$ cat config.mk
export PLATFORM = sky130hd
export DESIGN_NAME = rtz_target
export DESIGN_NICKNAME = d
export VERILOG_FILES = /design/src/rtl/rtz_target.sv
export SDC_FILE = /design/constraint.sdc
export NUM_CORES = 2
export LEC_CHECK = 0
export ABC_AREA = 0
export CORE_MARGIN = 4
export CORE_UTILIZATION = 45
export CTS_CLUSTER_DIAMETER = 40
export DETAILED_ROUTE_END_ITERATION = 6
export DONT_BUFFER_PORTS = 1
export GPL_ROUTABILITY_DRIVEN = 0
export PLACE_DENSITY_LB_ADDON = 0.12
export SLEW_MARGIN = 20
export SYNTH_ARGS = -nofsm -noshare
export SYNTH_HDL_FRONTEND = slang
export SYNTH_SLANG_ARGS = --single-unit
$ cat constraint.sdc
create_clock -name clk -period 2.6 [get_ports clk]
set_clock_uncertainty 0.1 [all_clocks]
set_input_delay 0.52 -clock clk [delete_from_list [all_inputs] [get_ports clk]]
set_output_delay 0.52 -clock clk [all_outputs]
set_load 0.02 [all_outputs]
$ cat src/rtl/rtz_target.sv
`timescale 1ns/1ps
module rtz_target #(
  parameter int DATA_W     = 8,
  parameter int T_BREAK    = 100,
  parameter int T_ONE_LIM  = 20,
  parameter int T_ZERO_MAX = 60,
  parameter int T_TURN     = 30,
  parameter int T_DLOW     = 10,
  parameter int T_DDATA    = 40,
  parameter int T_DCYC     = 60
) (
  input  logic                clk,
  input  logic                rst_n,
  input  logic                line_in,
  output logic                line_pull,
  input  logic                loc_we,
  input  logic [DATA_W-2:0]   loc_addr,
  input  logic [DATA_W-1:0]   loc_wdata
);
  localparam int ADDR_W = DATA_W - 1;
  localparam int DEPTH  = 1 << ADDR_W;
  localparam int BW     = $clog2(DATA_W);
  localparam int LW     = $clog2(T_BREAK + 1);
  localparam int TMAX   = (T_TURN > T_DCYC) ? T_TURN : T_DCYC;
  localparam int TW     = $clog2(TMAX + 1);

  typedef enum logic [2:0] {WAIT_BRK = 3'd0, WAIT_HIGH = 3'd1, RX = 3'd2,
                            TURN = 3'd3, TX = 3'd4} st_t;

  st_t                st;
  logic               s1, s2, prev;
  logic [LW-1:0]      lowcnt;
  logic               is_data;
  logic [DATA_W-1:0]  sh;
  logic [BW-1:0]      nbit;
  logic [ADDR_W-1:0]  addr;
  logic [DATA_W-1:0]  rbuf;
  logic [TW-1:0]      tmr;
  logic [DATA_W-1:0]  mem [DEPTH];

  wire               rise    = s2 & ~prev;
  wire               brk     = ~s2 && (lowcnt == LW'(T_BREAK - 1)) && (st != TX);
  wire               bit_ok  = lowcnt <= LW'(T_ZERO_MAX);
  wire               rx_bit  = lowcnt < LW'(T_ONE_LIM);
  wire [DATA_W-1:0]  sh_nx   = {rx_bit, sh[DATA_W-1:1]};
  wire               last    = nbit == BW'(DATA_W - 1);
  wire               host_wr = (st == RX) && rise && bit_ok && last && is_data && !brk;

  assign line_pull = (st == TX) &&
                     ((tmr < TW'(T_DLOW)) || ((tmr < TW'(T_DDATA)) && !rbuf[nbit]));

  always_ff @(posedge clk or negedge rst_n) begin
    if (!rst_n) begin
      s1 <= 1'b1; s2 <= 1'b1; prev <= 1'b1; lowcnt <= '0;
    end else begin
      s1 <= line_in; s2 <= s1; prev <= s2;
      if (s2) lowcnt <= '0;
      else if (lowcnt != LW'(T_BREAK - 1)) lowcnt <= lowcnt + 1'b1;
    end
  end

  always_ff @(posedge clk or negedge rst_n) begin
    if (!rst_n) begin
      st <= WAIT_BRK; is_data <= 1'b0; sh <= '0; nbit <= '0;
      addr <= '0; rbuf <= '0; tmr <= '0;
    end else if (brk) begin
      st <= WAIT_HIGH; nbit <= '0; is_data <= 1'b0;
    end else begin
      case (st)
        WAIT_HIGH: if (s2) begin st <= RX; nbit <= '0; is_data <= 1'b0; end
        RX: if (rise) begin
          if (!bit_ok) st <= WAIT_BRK;
          else begin
            sh   <= sh_nx;
            nbit <= nbit + 1'b1;
            if (last) begin
              nbit <= '0;
              if (is_data) is_data <= 1'b0;
              else if (sh_nx[DATA_W-1]) begin
                is_data <= 1'b1;
                addr    <= sh_nx[ADDR_W-1:0];
              end else begin
                rbuf <= mem[sh_nx[ADDR_W-1:0]];
                st   <= TURN;
                tmr  <= '0;
              end
            end
          end
        end
        TURN: if (tmr == TW'(T_TURN - 1)) begin
          st <= TX; tmr <= '0; nbit <= '0;
        end else tmr <= tmr + 1'b1;
        TX: if (tmr == TW'(T_DCYC - 1)) begin
          tmr  <= '0;
          nbit <= nbit + 1'b1;
          if (last) st <= RX;
        end else tmr <= tmr + 1'b1;
        default: st <= WAIT_BRK;
      endcase
    end
  end

  always_ff @(posedge clk or negedge rst_n) begin
    if (!rst_n) begin
      for (int i = 0; i < DEPTH; i++) mem[i] <= '0;
    end else begin
      if (host_wr) mem[addr] <= sh_nx;
      if (loc_we)  mem[loc_addr] <= loc_wdata;
    end
  end
endmodule

# Word-level counts from Yosys, hierarchy flattened
# Cells that the tools add are included.
[word_totals]
output_inout_bits = 1
elab_cells = 261
register_bits = 1070
in_bits = 19
[classes]
mux = 50
addsub = 3
bitwise = 9
reduce_logical = 25
eq_ne = 25
n_lt_le_gt_ge = 10
[op_table]
columns = ["op", "count"]
rows = [
  ["1024-bit bitwise mux", 2],
  ["1024-bit 2-to-1 mux", 2],
  ["8-bit demux with 7-bit select", 2],
  ["8-bit binary-select mux with 7-bit select", 1],
  ["3-bit 2-to-1 mux", 17],
  ["6-bit 2-to-1 mux", 7],
  ["8-bit 2-to-1 mux", 4],
  ["8-bit >= comparator, second input constant", 3],
  ["7-bit inverter with 8-bit output", 3],
  ["3-bit one-hot mux with 4 select lines", 2],
  ["3-bit inequality test, second input constant", 7],
  ["7-bit AND reduction", 3],
  ["6-bit one-hot mux with 3 select lines", 1],
  ["8-bit by 1-bit < comparator with 1-bit output, second input constant", 2],
  ["7-bit 2-to-1 mux", 2],
  ["4-bit inequality test, second input constant", 3],
  ["1-bit logical AND", 11],
  ["2-bit inequality test, second input constant", 5],
  ["1-bit 2-to-1 mux", 8],
  ["8-bit AND reduction", 1],
  ["7-bit by 1-bit adder with 7-bit output, second input constant", 1],
  ["7-bit == test, second input constant", 1],
  ["7-bit by 6-bit less-or-equal comparator with 1-bit output, second input constant", 1],
  ["7-bit by 5-bit < comparator with 1-bit output, second input constant", 1],
  ["other kinds (24)", 32],
]

# Depth between registers and ports, before layout
[depth]
word_depth = 10
ltp_mapped = 12
ltp_nobuf = 8

# Worst setup path before layout
# No wires, ideal clock.
[synth_timing]
kind = "register -> register"
start = "register nbit[0]"
end = "register mem[208] in the netlist's numbering"
path_stages_with_launch = 10
n_path_buf = 2
setup_ns = 0.133
slack_ns = -0.089
synth_period_minus_slack_ns = 2.689
t_required_ns = 2.367
t_arrival_ns = 2.456
path_cell_list = "dfrtp_1 > ha_1 > ha_1 > o2111ai_2 > or4_1 > buf_4 > buf_8 > nor3_4 > mux2i_1 > o21ai_1"
[synth_via]
elab_chain_len = 7
[synth_rtl]
columns = ["element", "line", "rtl"]
rows = [
  ["start: declaration", "35", "logic [BW-1:0] nbit;"],
  ["start signal: assignment", "75", "nbit <= nbit + 1'b1;"],
  ["start signal: assignment", "95", "nbit <= nbit + 1'b1;"],
  ["3-bit == test *", "46", "wire last = nbit == BW'(DATA_W - 1);"],
  ["1-bit logical AND * (3 in series)", "47", "wire host_wr = (st == RX) && rise && bit_ok && last && is_data && !brk;"],
  ["1024-bit 2-to-1 mux *", "107", "if (host_wr) mem[addr] <= sh_nx;"],
  ["1024-bit bitwise mux", "108", "if (loc_we) mem[loc_addr] <= loc_wdata;"],
  ["1024-bit 2-to-1 mux *", "108", ""],
  ["end signal: indexed assignment", "107", ""],
  ["end signal: indexed assignment", "108", ""],
  ["end: declaration", "39", "logic [DATA_W-1:0] mem [DEPTH];"],
]
# Mark *: on every way between the ends. The rest lies on a longest branch, timed or not.
# A chain may end at the register's enable or synchronous reset.

# Worst setup path after layout
[layout_timing]
start = "register nbit[0]"
end = "output line_pull"
[layout_via]
elab_chain_len = 6
[layout_rtl]
columns = ["element", "line", "rtl"]
rows = [
  ["1-bit binary-select mux with 3-bit select", "50", "((tmr < TW'(T_DLOW)) || ((tmr < TW'(T_DDATA)) && !rbuf[nbit]));"],
  ["1-bit 2-to-1 mux (implied by the code)", "50", ""],
  ["1-bit zero test", "50", ""],
  ["1-bit logical AND", "50", ""],
  ["1-bit logical OR", "50", ""],
  ["1-bit logical AND", "49", "assign line_pull = (st == TX) &&"],
  ["end: declaration", "15", "output logic line_pull,"],
]
# No other way between the ends. The select of a mux whose other input is x is not followed.

==> qor.csv <==
metric,value,unit
p_seq_share,40.1,%
setup_slack,-598,ps
synthesis.area,59000,sq um
dieHeight,370,um
fin_nets,6237,
synth_area_leaders,"dfrtp_1 (45%), mux2i_1 (20%), mux4_2 (7.3%), nand2_1 (6.0%), o21ai_0 (4.4%)",
status,"finished, violations left",
grt_usage,29.5,%
clock.fmax,0.313,GHz
leakagePower,33.0,nW
final_cell_count_no_fill,8106,
synth_cells,5856,
ys_types,72,
final_common_cell,mux2i_1,
first_pass_iters,6,
die_w,370,um
ant_nets,0,
cts-htree-levels,4,
grt_pass1_wl,307000,um
syn_to_final_growth,28.1,%
violations,"negative hold slack, negative setup slack",
yosysSeqAreaShare,45.4,%
dp_hpwl,125000,um
synth_edf_count,0,
hold_path_class,primary input to asynchronous set/reset pin,
syn-mean-instance-area,10.1,sq um
crit_type,flip-flop to output port,
hold_viol_final,81,
clock_path_buffers,3,
rsz0062_at_grt,true,
port_buffers,0,
cts_root_buffer,clkbuf_16,
path_clk_slew,60,ps
whs,-123,ps
top_layer,met4,
clkSinkCount,1069,
drt-total-wl,207000,um
clk_latency,790,ps
diodes,0,
tns,-33920,ps
initial_utilization,45.4,%
cap_violations,0,
cts_tree,yes,
start_kind,flip-flop,
synth_top_flop_cell,dfrtp_1,
drt-initial-drc-count,4891,
io_pins,20,
peakVddDrop,734,uV
p_sw,12.5,mW
fp.coreArea,130000,sq um
cp.arrival,2580,ps
end_kind,output port,
worstPathMaxFanout,3,
placement_rows,132,
ys_ff_latch,1069,
slew_headroom,29.0,%
via_per_inst,5.86,
finalCritPeriodShare,123,%
dp.cells,7668,
yosysWarningCount,0,
clkPwrFrac,50.6,%
tightestPinTransition,1060,ps
grt_max_degree,199,
drive_above_1_share,24.2,%
switching_share,25.5,%
vias,47500,
antenna_found_initial,1,
min_period,3200,ps
met1_length,90900,um
final_cell_mix,"mux2i_1 (1108), dfrtp_1 (1059), nand2_1 (840)",
grt_overflow_total,0,
p_int,36.4,mW
dr_wl_met3,16500,um
cts_buffers,181,
total_power,48.9,mW
syn_nets,5881,
setup_viol,721,
drc,0,
p_comb_share,9.3,%
route.met2.wl,91900,um
maxSlewViolCount,0,
synthDominantCellAreaShare,45.2,%
die_area,137000,sq um
cp.required,1980,ps
async_reset_ff_share,100,%
first_global_vias,46300,
synth_top_area_cell,dfrtp_1,
fill_cells,11000,
p_per_area,647,nW/um^2
wire_per_inst,25.5,um
cp-startpoint,nbit[0],
crit-reg2reg-launch,sh[1],
-- cells by family (layout without fill, tap and decap cells) --
family	after synthesis	after routing	share of synthesized area, %
DFF	1069	1069	45.4
xor gates and xnor gates	4	4	0.0594
AOI/OAI and AO/OA	1290	1290	11.8
adders and majority gates	6	6	0.127
and+or+nand+nor	1578	1578	11.3
buffers and inverters	517	1025	3.58
muxes	1392	1392	27.8
-- Yosys cell counts (32+ instances only) --
| cell | number |
|---|---|
| mux2i_1 | 1157 |
| dfrtp_1 | 1066 |
| nand2_1 | 941 |
| o21ai_0 | 521 |
| nor2_1 | 484 |
| a21oi_1 | 360 |
| clkbuf_1 | 304 |
| o21ai_1 | 232 |
| mux4_2 | 191 |
| buf_1 | 127 |
| a22oi_1 | 58 |
| buf_2 | 51 |
| mux2_2 | 44 |
| nor3_4 | 32 |
-- worst max-delay path, stage by stage (launching register included) --
cell and delay (ps):
dfrtp_1 360, buf_6 150, mux4_2 550, mux2i_1 200, buf_4 180, a22oi_2 80, nor2_2 130, buf_6 130
-- metrics by stage --
stage	setup WS (ps)	utilization (%)	area, sq um
after floorplan	-39.4	-	59000
after global placement	-592	50.2	65200
after detailed placement	-640	50.3	65300
after CTS	-675	56.3	73100
after global routing	-696	58.2	75500
final	-598	58.2	75500
-- layer usage --
metal / GRT usage (%) / up-vias
li1: - / 21600
met1: 42.5 / 23700
met2: 44.7 / 1823
met3: 5.51 / 394
met4: 10.2 / 0
met5: 0 / -
-- power groups by stage --
| stage | combinational (mW) | sequential [mW] | clock (mW) |
|---|---|---|---|
| 2_1_floorplan | 2.81 | 19.4 | 0 |
| 3_3_place_gp | 3.65 | 19.8 | 0 |
| 3_5_place_dp | 3.79 | 19.8 | 0 |
| 4_1_cts | 4.32 | 19.6 | 25.1 |
| 5_1_grt | 5.01 | 19.8 | 25.9 |
| 6_report | 4.54 | 19.6 | 24.7 |
-- final cells by class --
type / count / area [sq um] / share of cell area (%)
Multi-Input combinational cell: 4270 / 31900 / 42.2
Sequential cell: 1069 / 26800 / 35.5
Timing Repair Buffer: 678 / 8320 / 11.0
Clock buffer: 230 / 5020 / 6.65
Tap cell: 1742 / 2180 / 2.89
Clock inverter: 105 / 1260 / 1.67
Inverter: 12 / 46.3 / 0.0613
-- state kept, by name (all words and copies together) (netlist names) --
register / flops
mem: 1024
lowcnt: 7
is_data: 1
rbuf: 8
tmr: 6
s1: 1
prev: 1
sh: 7
addr: 7
s2: 1
nbit: 3
st: 3
-- timing repair --
action,CTS,global route
resized for setup,154,866
hold buffers,15,2
pin swaps,62,375
setup endpoints to repair,108,1091
buffers inserted,48,47
gates cloned,6,12
hold endpoints to repair,1361,149
-- path summary, 6_finish.rpt --
path                        endpoint  slack [ps]  cells past startpoint
min in group clk             mem[76]         110                      5
hold / removal             lowcnt[1]        -120                      4
hold reg to reg                   s2         260                      0
max in group asynchronous    mem[57]         410                      8
setup reg to reg             rbuf[7]        -180                      8
setup / recovery           line_pull        -600                      7
Power figures use the tool's default switching activity.
